### src/rtl/mrs_pkg.sv
package mrs_pkg;

  typedef enum logic [3:0] {
    S_IDLE, S_EVCLR, S_PARK_MUX, S_PARK_P0, S_PARK_P1, S_MODE, S_POLL,
    S_RST_MUX, S_RST_P0, S_RST_P1, S_EVSET, S_FINISH, S_GAP
  } seq_state_t;

  localparam logic [1:0] TGT_CORE = 2'b01;
  localparam logic [1:0] TGT_MEM  = 2'b10;

  localparam logic [1:0] SEL_CMUX = 2'd0;
  localparam logic [1:0] SEL_PLL0 = 2'd1;
  localparam logic [1:0] SEL_PLL1 = 2'd2;
  localparam logic [1:0] SEL_MODE = 2'd3;

  localparam logic [7:0] CMUX_PARK   = 8'h13;
  localparam logic [7:0] CMUX_NORMAL = 8'h03;
  localparam logic [7:0] PLL_PARK    = 8'hB0;
  localparam logic [7:0] PLL_NORMAL  = 8'h30;
  localparam logic [7:0] MODE_MEM    = 8'h00;
  localparam logic [7:0] MODE_CORE   = 8'h10;

  localparam logic [3:0] CODE_MEM_DONE  = 4'h0;
  localparam logic [3:0] CODE_CORE_DONE = 4'h3;

endpackage

### src/rtl/mrs_timer.sv
module mrs_timer #(
  parameter int W = 12
) (
  input  logic         clk,
  input  logic         rst,
  input  logic         load,
  input  logic [W-1:0] load_val,
  output logic         zero
);
  logic [W-1:0] cnt_q;

  always_ff @(posedge clk) begin
    if (rst)               cnt_q <= '0;
    else if (load)         cnt_q <= load_val;
    else if (cnt_q != '0)  cnt_q <= cnt_q - 1'b1;
  end

  assign zero = (cnt_q == '0);

  AST_TMR_NO_WRAP: assert property (@(posedge clk) disable iff (rst)
    (!load && zero) |=> zero);

endmodule

### src/rtl/mrs_event_bank.sv
module mrs_event_bank #(
  parameter int N = 6
) (
  input  logic         clk,
  input  logic         rst,
  input  logic         clr,
  input  logic         set,
  output logic [N-1:0] ev
);
  for (genvar i = 0; i < N; i++) begin : g_line
    logic ev_q;
    always_ff @(posedge clk) begin
      if (rst)      ev_q <= 1'b1;
      else if (clr) ev_q <= 1'b0;
      else if (set) ev_q <= 1'b1;
    end
    assign ev[i] = ev_q;
  end

  AST_EVT_CMD_EXCL: assert property (@(posedge clk) disable iff (rst)
    !(clr && set));
  AST_EVT_GROUPED: assert property (@(posedge clk) disable iff (rst)
    (ev == '0) || (ev == '1));

endmodule

### src/rtl/mrs_status_match.sv
module mrs_status_match #(
  parameter int STAT_W = 8
) (
  input  logic [STAT_W-1:0] status,
  input  logic              to_mem,
  output logic              match
);
  import mrs_pkg::*;

  logic [3:0] want;
  assign want  = to_mem ? CODE_MEM_DONE : CODE_CORE_DONE;
  assign match = (status[3:0] == want);

endmodule

### src/rtl/mem_rail_switch_seq.sv
module mem_rail_switch_seq #(
  parameter int          CLK_MHZ     = 200,
  parameter int          EVT_WAIT_NS = 2000,
  parameter int          CLK_GAP_NS  = 200,
  parameter int          POLL_NS     = 1000,
  parameter int          MAX_POLLS   = 10,
  parameter int          N_EVT       = 6,
  parameter int          STAT_W      = 8,
  parameter logic [31:0] REV_BYPASS  = 32'h1002_0000
) (
  input  logic              clk,
  input  logic              rst,
  input  logic              req,
  input  logic [1:0]        req_target,
  input  logic [31:0]       revision,
  input  logic [STAT_W-1:0] mux_status,
  output logic              busy,
  output logic              done,
  output logic              err,
  output logic              cur_rail,
  output logic              wr_valid,
  output logic [1:0]        wr_sel,
  output logic [7:0]        wr_data,
  output logic [N_EVT-1:0]  pm_event
);
  import mrs_pkg::*;

  localparam int EVT_CYC  = CLK_MHZ * EVT_WAIT_NS / 1000;
  localparam int GAP_CYC  = CLK_MHZ * CLK_GAP_NS / 1000;
  localparam int POLL_CYC = CLK_MHZ * POLL_NS / 1000;
  localparam int EVT_LD   = (EVT_CYC  > 2) ? EVT_CYC  - 2 : 0;
  localparam int GAP_LD   = (GAP_CYC  > 2) ? GAP_CYC  - 2 : 0;
  localparam int POLL_LD  = (POLL_CYC > 2) ? POLL_CYC - 2 : 0;
  localparam int MAX_LD   = (EVT_LD > POLL_LD) ? ((EVT_LD > GAP_LD) ? EVT_LD : GAP_LD)
                                               : ((POLL_LD > GAP_LD) ? POLL_LD : GAP_LD);
  localparam int TW       = $clog2(MAX_LD + 1) + 1;
  localparam int SW       = $clog2(MAX_POLLS + 1);
  localparam logic [SW-1:0] LAST_POLL = SW'(MAX_POLLS - 1);

  seq_state_t state_q, state_d, ret_q, ret_d;
  logic          to_mem_q, to_mem_d, bypass_q, bypass_d, tout_q, tout_d;
  logic [SW-1:0] samp_q, samp_d;
  logic          wv_d, done_d, err_d;
  logic [1:0]    ws_d;
  logic [7:0]    wd_d;
  logic          tmr_load, tmr_zero;
  logic [TW-1:0] tmr_val;
  logic          ev_clr, ev_set, stat_ok;
  logic          busy_q, done_q, err_q, rail_q, wv_q;
  logic [1:0]    ws_q;
  logic [7:0]    wd_q;

  mrs_timer #(.W(TW)) u_timer (
    .clk(clk), .rst(rst), .load(tmr_load), .load_val(tmr_val), .zero(tmr_zero)
  );

  mrs_event_bank #(.N(N_EVT)) u_events (
    .clk(clk), .rst(rst), .clr(ev_clr), .set(ev_set), .ev(pm_event)
  );

  mrs_status_match #(.STAT_W(STAT_W)) u_match (
    .status(mux_status), .to_mem(to_mem_q), .match(stat_ok)
  );

  // first step once the array-mux poll has ended, success or not
  function automatic seq_state_t after_switch(input logic byp, input logic mem);
    if (byp)      return S_FINISH;
    else if (mem) return S_RST_MUX;
    else          return S_EVSET;
  endfunction

  always_comb begin
    state_d  = state_q;
    ret_d    = ret_q;
    to_mem_d = to_mem_q;
    bypass_d = bypass_q;
    tout_d   = tout_q;
    samp_d   = samp_q;
    wv_d     = 1'b0;
    ws_d     = ws_q;
    wd_d     = wd_q;
    tmr_load = 1'b0;
    tmr_val  = '0;
    ev_clr   = 1'b0;
    ev_set   = 1'b0;
    done_d   = 1'b0;
    err_d    = 1'b0;
    unique case (state_q)
      S_IDLE: begin
        if (req) begin
          if (req_target == TGT_CORE || req_target == TGT_MEM) begin
            to_mem_d = (req_target == TGT_MEM);
            bypass_d = (revision >= REV_BYPASS);
            tout_d   = 1'b0;
            state_d  = (revision >= REV_BYPASS) ? S_MODE : S_EVCLR;
          end else begin
            err_d = 1'b1;
          end
        end
      end
      S_EVCLR: begin
        ev_clr   = 1'b1;
        tmr_load = 1'b1;
        tmr_val  = TW'(EVT_LD);
        ret_d    = S_PARK_MUX;
        state_d  = S_GAP;
      end
      S_PARK_MUX: begin
        wv_d = 1'b1; ws_d = SEL_CMUX; wd_d = CMUX_PARK;
        tmr_load = 1'b1; tmr_val = TW'(GAP_LD);
        ret_d = S_PARK_P0; state_d = S_GAP;
      end
      S_PARK_P0: begin
        wv_d = 1'b1; ws_d = SEL_PLL0; wd_d = PLL_PARK;
        tmr_load = 1'b1; tmr_val = TW'(GAP_LD);
        ret_d = S_PARK_P1; state_d = S_GAP;
      end
      S_PARK_P1: begin
        wv_d = 1'b1; ws_d = SEL_PLL1; wd_d = PLL_PARK;
        state_d = S_MODE;
      end
      S_MODE: begin
        wv_d = 1'b1; ws_d = SEL_MODE;
        wd_d = to_mem_q ? MODE_MEM : MODE_CORE;
        samp_d  = '0;
        state_d = S_POLL;
      end
      S_POLL: begin
        if (stat_ok) begin
          state_d = after_switch(bypass_q, to_mem_q);
        end else if (samp_q == LAST_POLL) begin
          tout_d  = 1'b1;
          state_d = after_switch(bypass_q, to_mem_q);
        end else begin
          samp_d   = samp_q + 1'b1;
          tmr_load = 1'b1;
          tmr_val  = TW'(POLL_LD);
          ret_d    = S_POLL;
          state_d  = S_GAP;
        end
      end
      S_RST_MUX: begin
        wv_d = 1'b1; ws_d = SEL_CMUX; wd_d = CMUX_NORMAL;
        tmr_load = 1'b1; tmr_val = TW'(GAP_LD);
        ret_d = S_RST_P0; state_d = S_GAP;
      end
      S_RST_P0: begin
        wv_d = 1'b1; ws_d = SEL_PLL0; wd_d = PLL_NORMAL;
        tmr_load = 1'b1; tmr_val = TW'(GAP_LD);
        ret_d = S_RST_P1; state_d = S_GAP;
      end
      S_RST_P1: begin
        wv_d = 1'b1; ws_d = SEL_PLL1; wd_d = PLL_NORMAL;
        state_d = to_mem_q ? S_EVSET : S_FINISH;
      end
      S_EVSET: begin
        ev_set  = 1'b1;
        state_d = to_mem_q ? S_FINISH : S_RST_MUX;
      end
      S_FINISH: begin
        done_d  = 1'b1;
        err_d   = tout_q;
        state_d = S_IDLE;
      end
      S_GAP: begin
        if (tmr_zero) state_d = ret_q;
      end
      default: state_d = S_IDLE;
    endcase
  end

  always_ff @(posedge clk) begin
    if (rst) begin
      state_q  <= S_IDLE;
      ret_q    <= S_IDLE;
      to_mem_q <= 1'b0;
      bypass_q <= 1'b0;
      tout_q   <= 1'b0;
      samp_q   <= '0;
      busy_q   <= 1'b0;
      done_q   <= 1'b0;
      err_q    <= 1'b0;
      rail_q   <= 1'b0;
      wv_q     <= 1'b0;
      ws_q     <= '0;
      wd_q     <= '0;
    end else begin
      state_q  <= state_d;
      ret_q    <= ret_d;
      to_mem_q <= to_mem_d;
      bypass_q <= bypass_d;
      tout_q   <= tout_d;
      samp_q   <= samp_d;
      busy_q   <= (state_d != S_IDLE);
      done_q   <= done_d;
      err_q    <= err_d;
      wv_q     <= wv_d;
      ws_q     <= ws_d;
      wd_q     <= wd_d;
      if (state_q == S_FINISH && !tout_q) rail_q <= to_mem_q;
    end
  end

  assign busy     = busy_q;
  assign done     = done_q;
  assign err      = err_q;
  assign cur_rail = rail_q;
  assign wr_valid = wv_q;
  assign wr_sel   = ws_q;
  assign wr_data  = wd_q;

  AST_DONE_PULSE: assert property (@(posedge clk) disable iff (rst)
    done |=> !done);
  AST_DONE_NOT_BUSY: assert property (@(posedge clk) disable iff (rst)
    done |-> !busy);
  AST_RAIL_ON_SUCCESS: assert property (@(posedge clk) disable iff (rst)
    !$stable(cur_rail) |-> (done && !err));
  AST_REJECT_QUIET: assert property (@(posedge clk) disable iff (rst)
    (err && !done) |-> (!busy && !wr_valid));
  AST_POLL_BOUND: assert property (@(posedge clk) disable iff (rst)
    samp_q < SW'(MAX_POLLS));
  AST_WRITE_IN_SEQ: assert property (@(posedge clk) disable iff (rst)
    wr_valid |-> busy);
  AST_BYPASS_EVENTS_HIGH: assert property (@(posedge clk) disable iff (rst)
    (busy && bypass_q) |-> (pm_event == '1));

endmodule

### config.mk
export PLATFORM = sky130hd
export DESIGN_NAME = mem_rail_switch_seq
export DESIGN_NICKNAME = d
export VERILOG_FILES = /design/src/rtl/mrs_pkg.sv /design/src/rtl/mrs_timer.sv /design/src/rtl/mrs_event_bank.sv /design/src/rtl/mrs_status_match.sv /design/src/rtl/mem_rail_switch_seq.sv
export SDC_FILE = /design/constraint.sdc
export NUM_CORES = 1
export LEC_CHECK = 0
export BUFFER_PORTS_ARGS = -buffer_cell sky130_fd_sc_hd__buf_2
export CORE_ASPECT_RATIO = 2
export CORE_UTILIZATION = 38
export DETAILED_ROUTE_END_ITERATION = 7
export PLACE_DENSITY = 0.62
export SYNTH_ARGS = -nofsm -noshare
export SYNTH_HDL_FRONTEND = slang
export SYNTH_SLANG_ARGS = --single-unit
### constraint.sdc
create_clock -name clk -period 1.6 [get_ports clk]
set_input_delay 0.08 -clock clk [delete_from_list [all_inputs] [get_ports clk]]
set_output_delay 0.08 -clock clk [all_outputs]
set_load 0.05 [all_outputs]
==> results of run 1 <==
==> flip-flops by register name, indices dropped and copies added, names as in the netlist, 2 cells and up <==
signal,flops
ret_q,4
samp_q,4
state_q,4
u_timer.cnt_q,10
wr_data,4
wr_sel,2
==> path summary, 6_finish.rpt <==
kind / endpoint / slack, ns / cells after the start / startpoint
max: u_timer.cnt_q[8] / -0.13 / 7 / u_timer.cnt_q[0]
min: err / 0.06 / 3 / req
max reg2reg: u_timer.cnt_q[8] / -0.13 / 7 / u_timer.cnt_q[0]
min reg2reg: ret_q[2] / 0.48 / 2 / ret_q[2]
==> cells by family after synthesis <==
| kind of cell | after synthesis | share of synthesized area |
|---|---|---|
| flip-flops | 37 | 0.337 |
| other | 1 | 0.00171 |
| multiplexers | 4 | 0.0188 |
| AO/OA/AOI/OAI | 70 | 0.219 |
| adder cells (fa/ha/maj) | 5 | 0.0273 |
| XOR/XNOR | 5 | 0.0199 |
| buffers and inverters | 35 | 0.0803 |
| AND/OR/NAND/NOR | 116 | 0.297 |
==> through the flow <==
stage / setup WS [ns] / hold WS, ns / utilization / setup TNS, ns / total power, mW
2_1_floorplan: -0.0499 / 0.243 / - / -0.102 / 3.72
3_3_place_gp: -0.131 / 0.383 / 0.509 / -1.23 / 4.99
3_5_place_dp: -0.139 / 0.389 / 0.509 / -1.22 / 5.03
4_1_cts: -0.0967 / 0.0570 / 0.539 / -0.226 / 5.99
5_1_grt: -0.257 / 0.0702 / 0.567 / -0.970 / 6.71
6_report: -0.132 / 0.0566 / 0.567 / -0.235 / 6.32
==> layout by cell type (no fill, tap or decap), drive strengths merged, types with 4 or more instances in the layout <==
| cell type | count |
|---|---|
| a21oi | 19 |
| a221oi | 4 |
| a31oi | 5 |
| and3 | 4 |
| buf | 105 |
| clkbuf | 7 |
| dfxtp | 37 |
| ha | 4 |
| inv | 7 |
| nand2 | 18 |
| nand2b | 11 |
| nand3 | 12 |
| nand4 | 4 |
| nor2 | 26 |
| nor2b | 10 |
| nor3 | 14 |
| nor3b | 5 |
| o21ai | 14 |
==> tightest hold or removal path, cell delays in order <==
cell and delay [ns]:
buf_2 0.11, nand4_1 0.08, a21oi_1 0.06
==> per-layer routing <==
metal  part of all wire  routed length [um]  vias to the layer above  GRT usage
met5                  0                   0                        -          0
met1               0.37                2360                     1089      0.198
met3              0.029                 181                       15     0.0459
met4              0.034                 216                        0      0.116
met2               0.56                3580                       42      0.441
li1                   -                   -                     1146          -
==> repair_timing <==
action                                  in CTS  in global routing
pin swaps                                    2                  4
gates resized for setup                     14                 28
hold endpoints to repair                     0                  0
cloned                                       0                  0
endpoints found under the setup margin      18                 19
setup buffers                                1                  2
==> power by group through the flow <==
stage / combinational [mW] / sequential, mW / clock [mW]
floorplan: 2.05 / 1.67 / 0
global placement: 3.56 / 1.43 / 0
detailed placement: 3.60 / 1.43 / 0
CTS: 3.77 / 1.44 / 0.774
global route: 4.38 / 1.52 / 0.806
finish: 4.07 / 1.48 / 0.765
==> cell type report <==
| type | count | area [um2] | area share |
|---|---|---|---|
| clock buffer | 7 | 96.3 | 0.0308 |
| clock inverter | 1 | 5.00 | 0.00160 |
| inverter | 7 | 26.3 | 0.00840 |
| multi-input combinational | 203 | 1480 | 0.473 |
| sequential | 37 | 753 | 0.241 |
| tap | 60 | 75.1 | 0.0240 |
| timing repair buffer | 105 | 693 | 0.222 |
==> flow_summary.ini, run 1 <==
[status]
status = finished, violations left
violations = negative setup slack

[setup_path]
critical-path-top-delay-family = simple AND/OR/NAND/NOR gates
worstPathArrival_ns = 1.97
start_kind = register
cp_cell_sequence = inv_2 -> ha_4 -> or3b_4 -> nor3b_4 -> xor2_1 -> nand3_1 -> a221oi_2
critical_path.max_fanout = 3
slowest_stage = or3b_4
critPathKind = reg2reg
required_ns = 1.84
crit_path_end_kind = register
max_stage_delay_ns = 0.41
crit_buf_inv = 1

[routing]
wirelength_um = 6340
drtIter0Drc = 51
via_count = 2292
post_drt_wl_per_cell_um = 15.1
viasPerCell = 5.46
drc = 0
first_pass_iters = 4
ant_nets = 0

[power]
power.density_nw_per_um2 = 2020
peakVddDrop_v = 0.00154
leakage_nw = 1.34
power_frac_seq = 0.235
p_sw_frac = 0.447
combinationalPowerShare = 0.644
switchingPower_mw = 2.82
power.internal_mw = 3.50
pwr-share-clk = 0.121

[logic_synthesis]
synth-edff-count = 0
synth_top_area_share = 0.337
avgSynthCellArea_um2 = 8.05
synth_cell_types = 61
synth.area.top_cells = dfxtp_1 (34%), a21oi_1 (4.3%), nor2_1 (4.3%)
synth.yosys.warnings = 0
async_flop_share = 0
syn-cell-area_um2 = 2200
synthCells = 273
synth.largest_area_cell = dfxtp_1
seq_area_frac_synth = 0.337
synth_most_common_cell = dfxtp_1
synthTopCellsByCount = dfxtp_1 (37), nor2_1 (25), a21oi_1 (19), nand2_1 (17), nor3_1 (13)
synth_flop_cell = dfxtp_1
yosys_register_bits = 37

[sta]
setup-violations-final = 3
finalHoldViolations = 0
worst_slack_ns = -0.132
clock_skew_ns = 0.00165
fin_crit_sh = 1.08
rsz0062_at_grt = true
period_needed_ns = 1.73
fmax_mhz = 577
maxSlewViolCount = 0

[final_layout]
fin_area_um2 = 3130
num_antenna_cells = 0
n_fill_cell = 516
layout-drive-gt1-share = 0.447
synthToLayoutAreaGrowth_pct = 42.3
stdcell_count = 420
fin_nets = 408

[global_route]
track_usage = 0.219
antenna_found_initial = 0
grt_start_max_net_pins = 23
grt_pass1_wl_um = 10400
grt_overflow = 0
grt_pass1_vias = 2347

[placed_design]
place_congestion = 0.831
dp_hpwl_um = 4690
dp_cells = 409
dpl_cell_area_um2 = 2810
numPortBuffers = 41

[cts]
ctsRootBufferMaster = clkbuf_8
numClockSinks = 37
clk_latency_ns = 0.31
ctsHoldBuffers = 0
h-tree-depth = 2
cts_buffer_depth = 2
numCtsBuffers = 5
cts_tree = yes
clk_pin_slew_ns = 0.08

[floorplan]
ios = 66
placementRows = 38
core_area_um2 = 5520
start_util = 0.399
die-area_um2 = 6110
die_x_um = 55.8
die_h_um = 110

[job]
cap_violations = 0

[hold_path]
hp-class = in2reg
Power figures use the tool's default switching activity.
==> inputs of run 2 (changes only) <==
- clock period: 1.6 -> 1.4 ns (I/O delays scaled with it)
==> flow_summary.ini, run 2 (synthesized netlist as in run 1, its figures left out) <==
[status]
status = finished, violations left
violations = negative setup slack

[final_layout]
largest_reg_flops = 10
n_fill_cell = 416
largest-register = u_timer.cnt_q
mostFrequentLayoutCells = buf_4 (66), buf_2 (41), dfxtp_1 (30)
synthToLayoutAreaGrowth_pct = 71.9
stdcell_count = 451
fin_nets = 440
layout-drive-gt1-share = 0.596
num_antenna_cells = 0
final_common_cell = buf_4
fin_util = 0.685

[floorplan]
die_x_um = 55.8
die-area_um2 = 6110
core_area_um2 = 5520
start_util = 0.399
die_h_um = 110
placementRows = 38
ios = 66

[placed_design]
dp_hpwl_um = 4890
numPortBuffers = 41
place_congestion = 0.870
dp_cells = 424

[cts]
h-tree-depth = 2
clk_latency_ns = 0.30
clk_pin_slew_ns = 0.07
cts_buffer_depth = 2
ctsRootBufferMaster = clkbuf_8
cts_tree = yes
ctsHoldBuffers = 0
numCtsBuffers = 5
numClockSinks = 37

[sta]
fin_crit_sh = 1.26
clock_skew_ns = 0.00542
timing.setup.tns_ns = -3.32
maxSlewViolCount = 0
setup-violations-final = 24
rsz0062_at_grt = true
worst_slack_ns = -0.367
period_needed_ns = 1.77
fmax_mhz = 566
finalHoldViolations = 0

[global_route]
grt_overflow = 0
antenna_found_initial = 0
grt_pass1_vias = 2595
grt_start_max_net_pins = 21
track_usage = 0.237
grt_pass1_wl_um = 11400

[setup_path]
critPathKind = reg2reg
required_ns = 1.58
max_stage_delay_ns = 0.40
slowest_stage = or3b_4
worstPathArrival_ns = 1.94
start_kind = register
cp_cell_sequence = inv_2 -> ha_4 -> or3b_4 -> buf_4 -> nor3_2 -> mux2_1 -> nand2_1 -> a21oi_1
crit_path_end_kind = register
critical_path.max_fanout = 3

[routing]
post_drt_wl_per_cell_um = 17.2
first_pass_iters = 4
drtIter0Drc = 114
via_count = 2550
ant_nets = 0
viasPerCell = 5.65
drc = 0
wirelength_um = 7740

[power]
power_mw = 8.64
peakVddDrop_v = 0.00228
leakage_nw = 1.58
power.density_nw_per_um2 = 2290

[job]
cap_violations = 0

[hold_path]
hp-class = in2reg
==> run 2: cell count changes in the layout (fill, tap and decap cells not counted), sizes merged <==
cell    change
clkinv      -1
buf        +32
==> run 2: power by group <==
part / internal, mW / switching [mW] / leakage, nW
combinational: 2.99 / 3.15 / 1.23
clock: 0.391 / 0.392 / 0.0443
sequential: 1.39 / 0.324 / 0.307
total: 4.77 / 3.87 / 1.58
==> run 2: stage by stage <==
stage | instance area, um2 | setup WS (ns) | hold slack (ns)
global route | 3780 | -0.422 | 0.0854
floorplan | 2310 | -0.247 | 0.234
detailed placement | 2990 | -0.309 | 0.371
finish | 3780 | -0.367 | 0.0785
CTS | 3410 | -0.290 | 0.0707
global placement | 2990 | -0.311 | 0.374
==> run 2: layout make-up <==
type | count | area [um2] | share of cell area
Clock buffer | 7 | 86.3 | 0.0228
Inverter | 7 | 26.3 | 0.00695
Multi-Input combinational cell | 203 | 1780 | 0.472
Sequential cell | 37 | 759 | 0.201
Tap cell | 60 | 75.1 | 0.0199
Timing Repair Buffer | 137 | 1050 | 0.277
==> run 2: metal layers <==
| layer | track usage | vias to the layer above | wire length, um |
|---|---|---|---|
| li1 | - | 1212 | - |
| met5 | 0 | - | 0 |
| met3 | 0.0259 | 26 | 193 |
| met4 | 0.138 | 0 | 310 |
| met1 | 0.221 | 1249 | 2730 |
| met2 | 0.480 | 63 | 4500 |
==> run 2: path summary, 6_finish.rpt <==
check                                         to              from  cells after the start  slack, ns
worst min-delay path                    bypass_q      revision[28]                      3       0.08
worst max register to register  u_timer.cnt_q[6]  u_timer.cnt_q[1]                      8      -0.37
worst max-delay path            u_timer.cnt_q[6]  u_timer.cnt_q[1]                      8      -0.37
worst min register to register          ret_q[2]          ret_q[2]                      2       0.50
==> run 2: critical path: cells and delay by family (launching register included) <==
| kind | cells | cell delay, ns |
|---|---|---|
| buf+inv | 2 | 0.21 |
| fa+ha+maj | 1 | 0.13 |
| compound gates | 1 | 0.06 |
| flops | 1 | 0.33 |
| mux | 1 | 0.34 |
| simple gates | 3 | 0.57 |
==> run 2: what timing repair did <==
item                       in CTS  in global routing
setup buffers                  16                  7
resized for setup              56                 69
pin swaps                      24                 33
setup endpoints to repair      33                 32
